$ cat src/rtl/intc_unit.sv
module intc_unit #(
  parameter int              PCW = 13,
  parameter logic [PCW-1:0]  VEC = 'h0004
) (
  input  logic           clk,
  input  logic           rst_n,
  input  logic           wr_en,
  input  logic [1:0]     addr,
  input  logic [7:0]     wr_data,
  output logic [7:0]     rd_data,
  input  logic           ev_pin,
  input  logic           ev_port,
  input  logic           ev_tmr0,
  input  logic           ev_tmr1,
  input  logic           ev_cmp,
  input  logic           ev_adc,
  input  logic           ev_eew,
  input  logic           cyc_strobe,
  input  logic           ret_int,
  output logic           irq_take,
  output logic           push_ret,
  output logic [PCW-1:0] pc_vector
);
  localparam logic [1:0] A_CTL = 2'd0;
  localparam logic [1:0] A_PFL = 2'd1;
  localparam logic [1:0] A_PEN = 2'd2;

  logic       gie, peie;
  logic [2:0] cen, cflg;
  logic [3:0] pflg, pen;

  wire wr_ctl = wr_en && addr == A_CTL;
  wire wr_pfl = wr_en && addr == A_PFL;
  wire wr_pen = wr_en && addr == A_PEN;

  wire [2:0] cev = {ev_tmr0, ev_pin, ev_port};
  wire [3:0] pev = {ev_eew, ev_adc, ev_cmp, ev_tmr1};

  wire pend     = (|(cflg & cen)) | (peie & (|(pflg & pen)));
  wire gie_drop = wr_ctl & ~wr_data[7];
  wire take_d   = cyc_strobe & gie & pend & ~gie_drop;

  always_ff @(posedge clk) begin
    if (!rst_n) begin
      gie      <= 1'b0;
      peie     <= 1'b0;
      cen      <= '0;
      cflg     <= '0;
      pflg     <= '0;
      pen      <= '0;
      irq_take <= 1'b0;
    end else begin
      irq_take <= take_d;
      if (wr_ctl) {peie, cen} <= wr_data[6:3];
      if (wr_pen) pen <= wr_data[3:0];
      cflg <= (wr_ctl ? wr_data[2:0] : cflg) | cev;
      pflg <= (wr_pfl ? wr_data[3:0] : pflg) | pev;
      if (take_d)       gie <= 1'b0;
      else if (ret_int) gie <= 1'b1;
      else if (wr_ctl)  gie <= wr_data[7];
    end
  end

  always_comb begin
    case (addr)
      A_CTL:   rd_data = {gie, peie, cen, cflg};
      A_PFL:   rd_data = {4'b0, pflg};
      A_PEN:   rd_data = {4'b0, pen};
      default: rd_data = 8'h00;
    endcase
  end

  assign push_ret  = irq_take;
  assign pc_vector = VEC;
endmodule


$ cat config.mk
export PLATFORM = sky130hd
export DESIGN_NAME = intc_unit
export DESIGN_NICKNAME = d
export VERILOG_FILES = /design/src/rtl/intc_unit.sv
export SDC_FILE = /design/constraint.sdc
export NUM_CORES = 1
export LEC_CHECK = 0
export BUFFER_PORTS_ARGS = -buffer_cell sky130_fd_sc_hd__buf_4
export CORE_ASPECT_RATIO = 1.1
export CORE_UTILIZATION = 45
export CTS_CLUSTER_DIAMETER = 80
export DETAILED_ROUTE_END_ITERATION = 16
export GPL_TIMING_DRIVEN = 1
export PLACE_DENSITY = 0.82
export SYNTH_ARGS = -nofsm -noshare
export SYNTH_HDL_FRONTEND = slang
export SYNTH_SLANG_ARGS = --single-unit
$ cat constraint.sdc
create_clock -name clk -period 1.9 [get_ports clk]
set_input_delay 0.38 -clock clk [delete_from_list [all_inputs] [get_ports clk]]
set_output_delay 0.38 -clock clk [all_outputs]
set_load 0.02 [all_outputs]
==> results of run 1 <==
[stage by stage]
| step | total power [W] | instance area (um2) |
|---|---|---|
| final | 0.000741 | 1150 |
| after global routing | 0.000769 | 1150 |
| after CTS | 0.000745 | 1150 |
| after detailed placement | 0.000552 | 1130 |
| after global placement | 0.000547 | 1130 |
| after floorplan | 0.000509 | 987 |
[power by group through the flow]
| stage | clock network (W) | registers [W] | logic (W) |
|---|---|---|---|
| floorplan | 0 | 0.000394 | 0.000115 |
| global placement | 0 | 0.000398 | 0.000149 |
| detailed placement | 0 | 0.000399 | 0.000153 |
| CTS | 0.000201 | 0.000391 | 0.000153 |
| global route | 0.000208 | 0.000393 | 0.000168 |
| finish | 0.000197 | 0.000391 | 0.000153 |
[routing by layer]
layer  GRT usage  vias up  wire length [um]
li1            -      425                 -
met1       0.203      397               730
met2       0.340       25              1110
met3      0.0220        5                69
met4       0.118        0                55
met5           0        -                 0
[kinds of logic after synthesis]
| logic type | share of synthesized area |
|---|---|
| buf+inv | 0.171 |
| compound gates | 0.181 |
| flops | 0.360 |
| other cells | 0.00794 |
| simple gates | 0.196 |
| mux | 0.0847 |
[synth_stat cells]
master,instances,area (um2)
a2111oi_2,1,15.0
nand3b_1,1,7.51
or3b_1,1,8.76
buf_4,14,105
nor3_1,1,5.00
mux2i_1,8,80.1
o211ai_2,1,12.5
nor2b_1,1,6.26
and2_1,5,31.3
nand2_1,13,48.8
and3_1,3,18.8
a211oi_1,3,22.5
conb_1,2,7.51
nand3_1,8,40.0
a21oi_1,12,60.1
o21ai_0,5,25.0
buf_6,2,22.5
nor2_1,5,18.8
a21oi_2,1,8.76
dfxtp_1,17,340
clkbuf_1,4,15.0
a222oi_1,1,10.0
a22o_1,2,17.5
inv_1,5,18.8
[sequential cells by signal, summed over array words and instances (netlist names)]
name and flops:
gie 1, pen 4, cflg 3, irq_take 1, cen 3, pflg 4
peie 1
[placed cells by master, fill, tap and decap left out]
cell type  netlist  final
o21ai_0          5      5
nand2_1         13     13
a22o_1           2      2
and2_1           5      5
a222oi_1         1      1
conb_1           2     13
a21oi_2          1      1
nand3_1          8      8
a2111oi_2        1      1
buf_4           14     33
clkinv_2         0      1
inv_1            5      5
a21oi_1         12     12
nor3_1           1      1
and3_1           3      3
mux2i_1          8      8
or3b_1           1      1
o211ai_2         1      1
clkbuf_4         0      3
nor2b_1          1      1
a211oi_1         3      3
dfxtp_1         17     17
nand3b_1         1      1
nor2_1           5      5
[final cells by class]
class	instances	area, um2	share of cell area
clock buffers	3	22.5	0.0195
clock inverters	1	5.00	0.00433
inverters	5	18.8	0.0163
multi-input cells	85	485	0.420
flip-flops and latches	17	340	0.295
well taps	28	35.0	0.0303
repair buffers	33	248	0.215
[worst register-to-register path, delay by kind of cell (launching register included)]
family / cells / cell delay, ns
AOI/OAI and AO/OA: 4 / 0.82
DFF: 1 / 0.34
[path summary, 6_finish.rpt]
kind | end | from | slack, ns
worst max-delay path | rd_data[3] | pflg[3] | 0.32
worst max register to register | gie | pflg[1] | 0.64
worst min-delay path | cflg[2] | ev_tmr0 | 0.29
worst min register to register | pen[3] | pen[3] | 0.48
==> flow_metrics.env, run 1 <==
export IMPL_status="complete, no violations"
export IMPL_fin_crit_ns=1.58
export IMPL_hpwl_um=1550
export IMPL_finalSetupTns_ns=0
export IMPL_synth_seq_area_share=0.360
export IMPL_postSynthRegisterBits=17
export IMPL_switchingPower_w=0.000220
export IMPL_insertedDiodeCount=0
export IMPL_max_cap_violations=0
export IMPL_die_x_um=45.7
export IMPL_routed_via_density=4.95
export IMPL_gp_congestion=0.777
export IMPL_place_inst=168
export IMPL_critical_path_max_stage_delay_ns=0.39
export IMPL_antenna_found_initial=0
export IMPL_crit_family="flip-flops"
export IMPL_syn_area_um2=946
export IMPL_crit_slowest_cell="dfxtp_1"
export IMPL_p_leak_nw=0.555
export IMPL_layout_drive_gt1_share=0.278
export IMPL_final_util=0.578
export IMPL_setup_ws_ns=0.323
export IMPL_postRouteAntennaNets=0
export IMPL_place_ws_ns=0.183
export IMPL_synthCells=116
export IMPL_grt_usage=0.191
export IMPL_grt_max_degree=17
export IMPL_syn_avg_cell_area_um2=8.15
export IMPL_crit_arrival_ns=1.20
export IMPL_fin_nets=167
export IMPL_path_buf_inv=1
export IMPL_syn2layout_area_growth_pct=22.1
export IMPL_vias=852
export IMPL_finalSetupViolCount=0
export IMPL_cp_num_cells=3
export IMPL_num_rows=17
export IMPL_p_sw_frac=0.297
export IMPL_grt_pass1_vias=746
export IMPL_cts_max_path_buffers=2
export IMPL_clock_fmax_mhz=634
export IMPL_clkSinkCount=17
export IMPL_ir_drop_mv=0.304
export IMPL_fin_skew_ns=0.00716
export IMPL_finalHoldViolCount=0
export IMPL_start_util=0.473
export IMPL_fill_cells=187
export IMPL_io_buffers=31
export IMPL_final_cells=172
export IMPL_crit_type="reg2out"
export IMPL_grt_pass1_wl_um=3150
export IMPL_clock_latency_ns=0.30
export IMPL_post_cts_buffers=0
export IMPL_yosysWarnings=0
export IMPL_hold_buffers=0
export IMPL_power_density_nw_per_um2=642
export IMPL_drc=0
export IMPL_fp_dieH_um=50.1
export IMPL_cts_root_buf="clkbuf_4"
export IMPL_p_int_w=0.000521
export IMPL_gr_total_overflow=0
export IMPL_drt_pass1_iterations=4
export IMPL_critPathMaxFanout=3
export IMPL_synth_cell_types=24
export IMPL_min_period_over_period=0.830
export IMPL_clk_pin_slew_ns=0.10
export IMPL_dieArea_um2=2290
export IMPL_drv_slew=0
export IMPL_ioPinCount=45
export IMPL_drt_iter0_drc=28
export IMPL_crit_path_end_kind="output port"
export IMPL_wl_per_cell_um=11.4
export IMPL_r2r_cells=4
export IMPL_combinationalPowerShare=0.206
export IMPL_cp_cell_sequence="mux2i_1 -> o21ai_0 -> buf_4"
export IMPL_cts_inserted_buffers=3
export IMPL_holdPathStages=3
export IMPL_cts_resized=0
export IMPL_wl_um=1960
export IMPL_min_path_type="in2reg"
export IMPL_cts_tree="built"
export IMPL_core_um2=2000
export IMPL_seqPwrFrac=0.528
export IMPL_h_tree_depth=1
export IMPL_hold_ws_ns=0.291
export IMPL_rsz0062_at_grt="false"
export IMPL_pwr_share_clk=0.266
export IMPL_timing_critical_path_from_type="flop"
export IMPL_crit_required_ns=1.52
No activity file was read; power rests on OpenSTA's default activity.
==> inputs of run 2 (changes only) <==
--- a/config.mk
+++ b/config.mk
@@ -7,11 +7,11 @@
 export LEC_CHECK = 0
 export BUFFER_PORTS_ARGS = -buffer_cell sky130_fd_sc_hd__buf_4
 export CORE_ASPECT_RATIO = 1.1
-export CORE_UTILIZATION = 45
+export CORE_UTILIZATION = 40
 export CTS_CLUSTER_DIAMETER = 80
 export DETAILED_ROUTE_END_ITERATION = 16
 export GPL_TIMING_DRIVEN = 1
-export PLACE_DENSITY = 0.82
+export PLACE_DENSITY = 0.77
 export SYNTH_ARGS = -nofsm -noshare
 export SYNTH_HDL_FRONTEND = slang
 export SYNTH_SLANG_ARGS = --single-unit
==> constraint.sdc (replaced) <==
create_clock -name clk -period 1.4 [get_ports clk]
set_input_delay 0.28 -clock clk [delete_from_list [all_inputs] [get_ports clk]]
set_output_delay 0.28 -clock clk [all_outputs]
set_load 0.02 [all_outputs]
==> run 2 against run 1 <==
Effect of this change: worst setup slack worse by 0.28 ns; clock skew up 0.0013 ns; critical path depth unchanged; utilization down 1.4 points; final area up 8.8%; largest cell class unchanged; power up 40%; critical endpoint is now rd_data[1].
==> flow_metrics.env, run 2 (same netlist as run 1, synthesis figures left out) <==
export IMPL_min_path_type="in2reg"
export IMPL_h_tree_depth=1
export IMPL_ioPinCount=45
export IMPL_cts_root_buf="clkbuf_4"
export IMPL_postRouteAntennaNets=0
export IMPL_crit_arrival_ns=1.08
export IMPL_grt_pass1_wl_um=3440
export IMPL_clkSinkCount=17
export IMPL_wl_um=2230
export IMPL_num_rows=18
export IMPL_power_density_nw_per_um2=828
export IMPL_critical_path_max_stage_delay_ns=0.39
export IMPL_slew_headroom=0.651
export IMPL_clk_pin_slew_ns=0.11
export IMPL_finalHoldViolCount=0
export IMPL_final_util=0.563
export IMPL_grt_usage=0.176
export IMPL_max_cap_violations=0
export IMPL_critPathMaxFanout=3
export IMPL_layout_drive_gt1_share=0.364
export IMPL_clock_fmax_mhz=737
export IMPL_drv_slew=0
export IMPL_core_um2=2230
export IMPL_final_cells=184
export IMPL_drt_pass1_iterations=5
export IMPL_min_period_over_period=0.970
export IMPL_dieArea_um2=2560
export IMPL_combinationalPowerShare=0.229
export IMPL_io_buffers=31
export IMPL_reg_top3="pen x4, pflg x4"
export IMPL_cts_inserted_buffers=3
export IMPL_crit_slowest_cell="dfxtp_1"
export IMPL_pwr_share_clk=0.259
export IMPL_cts_max_path_buffers=2
export IMPL_grt_pass1_vias=807
export IMPL_fill_cells=199
export IMPL_rsz0062_at_grt="false"
export IMPL_drt_iter0_drc=19
export IMPL_cts_tree="built"
export IMPL_finalSetupViolCount=0
export IMPL_wl_met1_um=857
export IMPL_die_x_um=48.4
export IMPL_hold_buffers=0
export IMPL_gp_congestion=0.774
export IMPL_path_buf_inv=1
export IMPL_hpwl_um=1640
export IMPL_top_layer="met4"
export IMPL_crit_type="reg2out"
export IMPL_fin_skew_ns=0.00846
export IMPL_p_leak_nw=0.606
export IMPL_p_sw_frac=0.295
export IMPL_crit_required_ns=1.12
export IMPL_wl_per_cell_um=12.1
export IMPL_clock_latency_ns=0.29
export IMPL_cp_cell_sequence="mux2i_1 -> o21ai_2 -> buf_4"
export IMPL_grt_max_degree=17
export IMPL_fin_nets=177
export IMPL_routed_via_density=4.92
export IMPL_antenna_found_initial=0
export IMPL_most_common_layout_cells="buf_4 (40), conb_1 (13), dfxtp_1 (13), nand2_1 (12), a21oi_1 (12)"
export IMPL_met3_wirelength_um=118
export IMPL_seqPwrFrac=0.512
export IMPL_timing_critical_path_from_type="flop"
export IMPL_start_util=0.424
export IMPL_place_inst=177
export IMPL_syn2layout_area_growth_pct=32.8
export IMPL_final_common_cell="buf_4"
export IMPL_hold_ws_ns=0.192
export IMPL_vias=905
export IMPL_p_int_w=0.000733
export IMPL_status="complete, no violations"
export IMPL_switchingPower_w=0.000307
export IMPL_crit_path_end_kind="output port"
export IMPL_fin_crit_ns=1.36
export IMPL_detailroute_wirelength_met2_um=1220
export IMPL_ir_drop_mv=0.400
export IMPL_crit_family="flip-flops"
export IMPL_fp_dieH_um=53
export IMPL_worstMarginPinSlew_ns=0.523
export IMPL_gr_total_overflow=0
export IMPL_drc=0
export IMPL_insertedDiodeCount=0
export IMPL_power_w=0.00104
run 2: timing repair:
action | CTS | global route
endpoints found under the setup margin | 3 | 8
gates cloned | 0 | 1
resized for setup | 1 | 12
setup buffers | 2 | 1
run 2: final cells by class:
| type | instances | area [um2] | area share |
|---|---|---|---|
| well taps | 30 | 37.5 | 0.0299 |
| multi-input cells | 85 | 494 | 0.393 |
| inverters | 5 | 18.8 | 0.0149 |
| clock buffers | 4 | 26.3 | 0.0209 |
| repair buffers | 43 | 334 | 0.266 |
| flip-flops and latches | 17 | 345 | 0.275 |
run 2: through the flow:
step | setup slack (ns) | area (um2) | TNS (ns)
floorplan | -0.0106 | 991 | -0.0106
global placement | -0.0666 | 1180 | -0.116
detailed placement | -0.0964 | 1180 | -0.206
CTS | 0.00278 | 1220 | 0
global route | 0.000909 | 1260 | 0
finish | 0.0426 | 1260 | 0
run 2: worst reg2reg max path: cells and delay by family (launching register included):
family	cells	cell delay (ns)
flip-flops	1	0.35
AO/OA/AOI/OAI	4	0.77
run 2: metal layers:
metal	up-vias	track usage
met5	-	0
met2	38	0.347
met1	419	0.184
li1	446	-
met3	2	0.0230
met4	0	0.0931
run 2: power groups by stage:
| stage | Sequential [W] | Combinational (W) | Clock, W |
|---|---|---|---|
| after global routing | 0.000536 | 0.000260 | 0.000297 |
| after CTS | 0.000530 | 0.000228 | 0.000264 |
| final | 0.000533 | 0.000238 | 0.000269 |
| after detailed placement | 0.000541 | 0.000223 | 0 |
| after floorplan | 0.000534 | 0.000157 | 0 |
| after global placement | 0.000540 | 0.000217 | 0 |
run 2: final timing paths:
path | slack (ns) | end | depth (start not counted) | start
hold reg to reg | 0.49 | cen[1] | 2 | cen[1]
setup reg to reg | 0.17 | gie | 4 | pflg[0]
setup / recovery | 0.04 | rd_data[1] | 3 | cflg[1]
hold / removal | 0.19 | cflg[2] | 3 | ev_tmr0
==> inputs of run 3 (changes only) <==
--- a/config.mk
+++ b/config.mk
@@ -11,7 +11,7 @@
 export CTS_CLUSTER_DIAMETER = 80
 export DETAILED_ROUTE_END_ITERATION = 16
 export GPL_TIMING_DRIVEN = 1
-export PLACE_DENSITY = 0.77
+export PLACE_DENSITY = 0.74
 export SYNTH_ARGS = -nofsm -noshare
 export SYNTH_HDL_FRONTEND = slang
 export SYNTH_SLANG_ARGS = --single-unit
==> run 3 against run 2 <==
Effect of this change: highest routed layer unchanged; critical path depth is the same; hold slack better by 0.0058 ns; global-route usage decreased by 0.23 points.
==> flow_metrics.env, run 3 (same netlist as run 1, synthesis figures left out) <==
export IMPL_crit_type="reg2out"
export IMPL_postRouteAntennaNets=0
export IMPL_num_rows=18
export IMPL_drt_iter0_drc=11
export IMPL_fin_crit_ns=1.33
export IMPL_crit_required_ns=1.12
export IMPL_h_tree_depth=1
export IMPL_fp_dieH_um=53
export IMPL_fin_nets=176
export IMPL_drt_pass1_iterations=6
export IMPL_p_leak_nw=0.599
export IMPL_final_area_um2=1240
export IMPL_crit_slowest_cell="dfxtp_2"
export IMPL_crit_arrival_ns=1.05
export IMPL_layout_drive_gt1_share=0.373
export IMPL_multi_input_area_um2=488
export IMPL_reg_top3="pen x4, pflg x4"
export IMPL_clock_latency_ns=0.28
export IMPL_hold_path_end="cflg[0]"
export IMPL_grt_pass1_wl_um=3370
export IMPL_routed_via_density=4.88
export IMPL_antenna_found_initial=0
export IMPL_gr_total_overflow=0
export IMPL_rsz0062_at_grt="true"
export IMPL_power_density_nw_per_um2=825
export IMPL_worstMarginPinSlew_ns=0.511
export IMPL_wl_per_cell_um=11.8
export IMPL_cp_cell_sequence="mux2i_1 -> o21ai_1 -> buf_4"
export IMPL_vias=893
export IMPL_slew_headroom=0.659
export IMPL_grt_pass1_vias=789
export IMPL_min_path_type="in2reg"
export IMPL_grt_max_degree=17
export IMPL_final_util=0.554
export IMPL_grt_util_met3=0.0345
export IMPL_min_period_over_period=0.948
export IMPL_hold_start="ev_port"
export IMPL_die_x_um=48.4
export IMPL_cts_inserted_buffers=3
export IMPL_grt_busiest_layer="met2"
export IMPL_crit_family="flip-flops"
export IMPL_insertedDiodeCount=0
export IMPL_io_buffers=31
export IMPL_start_util=0.424
export IMPL_ioPinCount=45
export IMPL_final_common_cell="buf_4"
export IMPL_syn2layout_area_growth_pct=30.7
export IMPL_drc=0
export IMPL_finalSetupTns_ns=0
export IMPL_cts_max_path_buffers=2
export IMPL_core_um2=2230
export IMPL_finalSetupViolCount=0
export IMPL_path_buf_inv=1
export IMPL_grt_usage=0.174
export IMPL_grt_use_met2=0.331
export IMPL_rr_startpoint="pflg[0]"
export IMPL_drv_slew=0
export IMPL_cts_tree="built"
export IMPL_status="complete, no violations"
export IMPL_most_common_layout_cells="buf_4 (42), nand2_1 (13), conb_1 (13), a21oi_1 (12), dfxtp_1 (10)"
export IMPL_final_seq_area_um2=349
export IMPL_post_dp_cell_area_um2=1190
export IMPL_wl_um=2160
export IMPL_fill_cells=219
export IMPL_dieArea_um2=2560
export IMPL_cts_root_buf="clkbuf_4"
export IMPL_r2r_cells=4
export IMPL_use_met1=0.189
export IMPL_hpwl_um=1680
export IMPL_finalHoldViolCount=0
export IMPL_critical_path_max_stage_delay_ns=0.36
export IMPL_ir_drop_mv=0.609
export IMPL_ff2ff_setup_slack_ns=0.23
export IMPL_timing_critical_path_from_type="flop"
export IMPL_gp_congestion=0.829
export IMPL_fin_skew_ns=0.000355
export IMPL_max_cap_violations=0
export IMPL_reg2reg_to="gie"
export IMPL_critPathMaxFanout=3
export IMPL_clkSinkCount=17
export IMPL_clock_fmax_mhz=753
export IMPL_holdPathStages=3
export IMPL_crit_path_end_kind="output port"
export IMPL_clk_pin_slew_ns=0.10
==> run 3: cell types whose count changed in the layout (fill, tap and decap cells not counted) <==
cell | before | now
buf_6 | 2 | 0
clkbuf_1 | 1 | 0
nand2_1 | 12 | 13
clkinv_2 | 0 | 1
buf_4 | 40 | 42
nand2_2 | 1 | 0
o21ai_2 | 1 | 0
dfxtp_1 | 13 | 10
dfxtp_2 | 4 | 7
o21ai_1 | 3 | 4
clkdlybuf4s15_2 | 1 | 0
==> run 3: metal layers <==
metal	routed length [um]	vias to the layer above
met5	0	-
met4	17	0
met3	116	2
met2	1100	30
met1	920	417
li1	-	444
==> run 3: power by group <==
part	leakage [nW]	total (W)	switching (W)	internal (W)
Combinational	0.440	0.000233	0.000125	0.000108
Clock	0.0177	0.000254	0.000148	0.000106
Sequential	0.142	0.000533	0.0000210	0.000512
Total	0.599	0.00102	0.000293	0.000726
==> run 3: worst reg2reg max path, cell delays in order, from the launching register on <==
cell and delay (ns):
dfxtp_2 0.34, a22o_1 0.22, o21ai_0 0.21, a21oi_2 0.10, a2111oi_2 0.21
==> run 3: worst max path at each step <==
stage | from | end | slack (ns) | cells after the start
5_1_grt | pflg[1] | rd_data[1] | -0.03 | 3
2_1_floorplan | addr[0] | gie | -0.01 | 6
6_report | cflg[1] | rd_data[1] | 0.07 | 3
3_3_place_gp | addr[0] | rd_data[6] | 0.006 | 5
4_1_cts | cflg[2] | rd_data[2] | 0.003 | 3
3_5_place_dp | addr[0] | cflg[2] | -0.01 | 5
==> run 3: per-stage QoR <==
step / setup WS [ns] / hold slack [ns] / total power (W) / std cells
after floorplan: -0.0106 / 0.401 / 0.000692 / 127
after global placement: 0.00577 / 0.460 / 0.000761 / 178
after detailed placement: -0.0135 / 0.469 / 0.000766 / 178
after CTS: 0.00330 / 0.192 / 0.00102 / 182
after global routing: -0.0269 / 0.193 / 0.00108 / 183
final: 0.0728 / 0.197 / 0.00102 / 183
==> run 3: layout make-up <==
class                   count  area share
well taps                  30      0.0304
clock buffers               3      0.0182
repair buffers             42       0.255
clock inverters             1     0.00405
inverters                   5      0.0152
multi-input cells          85       0.395
flip-flops and latches     17       0.282
==> run 3: timing repair <==
action,in CTS,in global routing
resized for setup,1,11
hold buffers,0,0
endpoints found under the setup margin,1,8
pin swaps,0,1
cloned,0,0
setup buffers,0,1
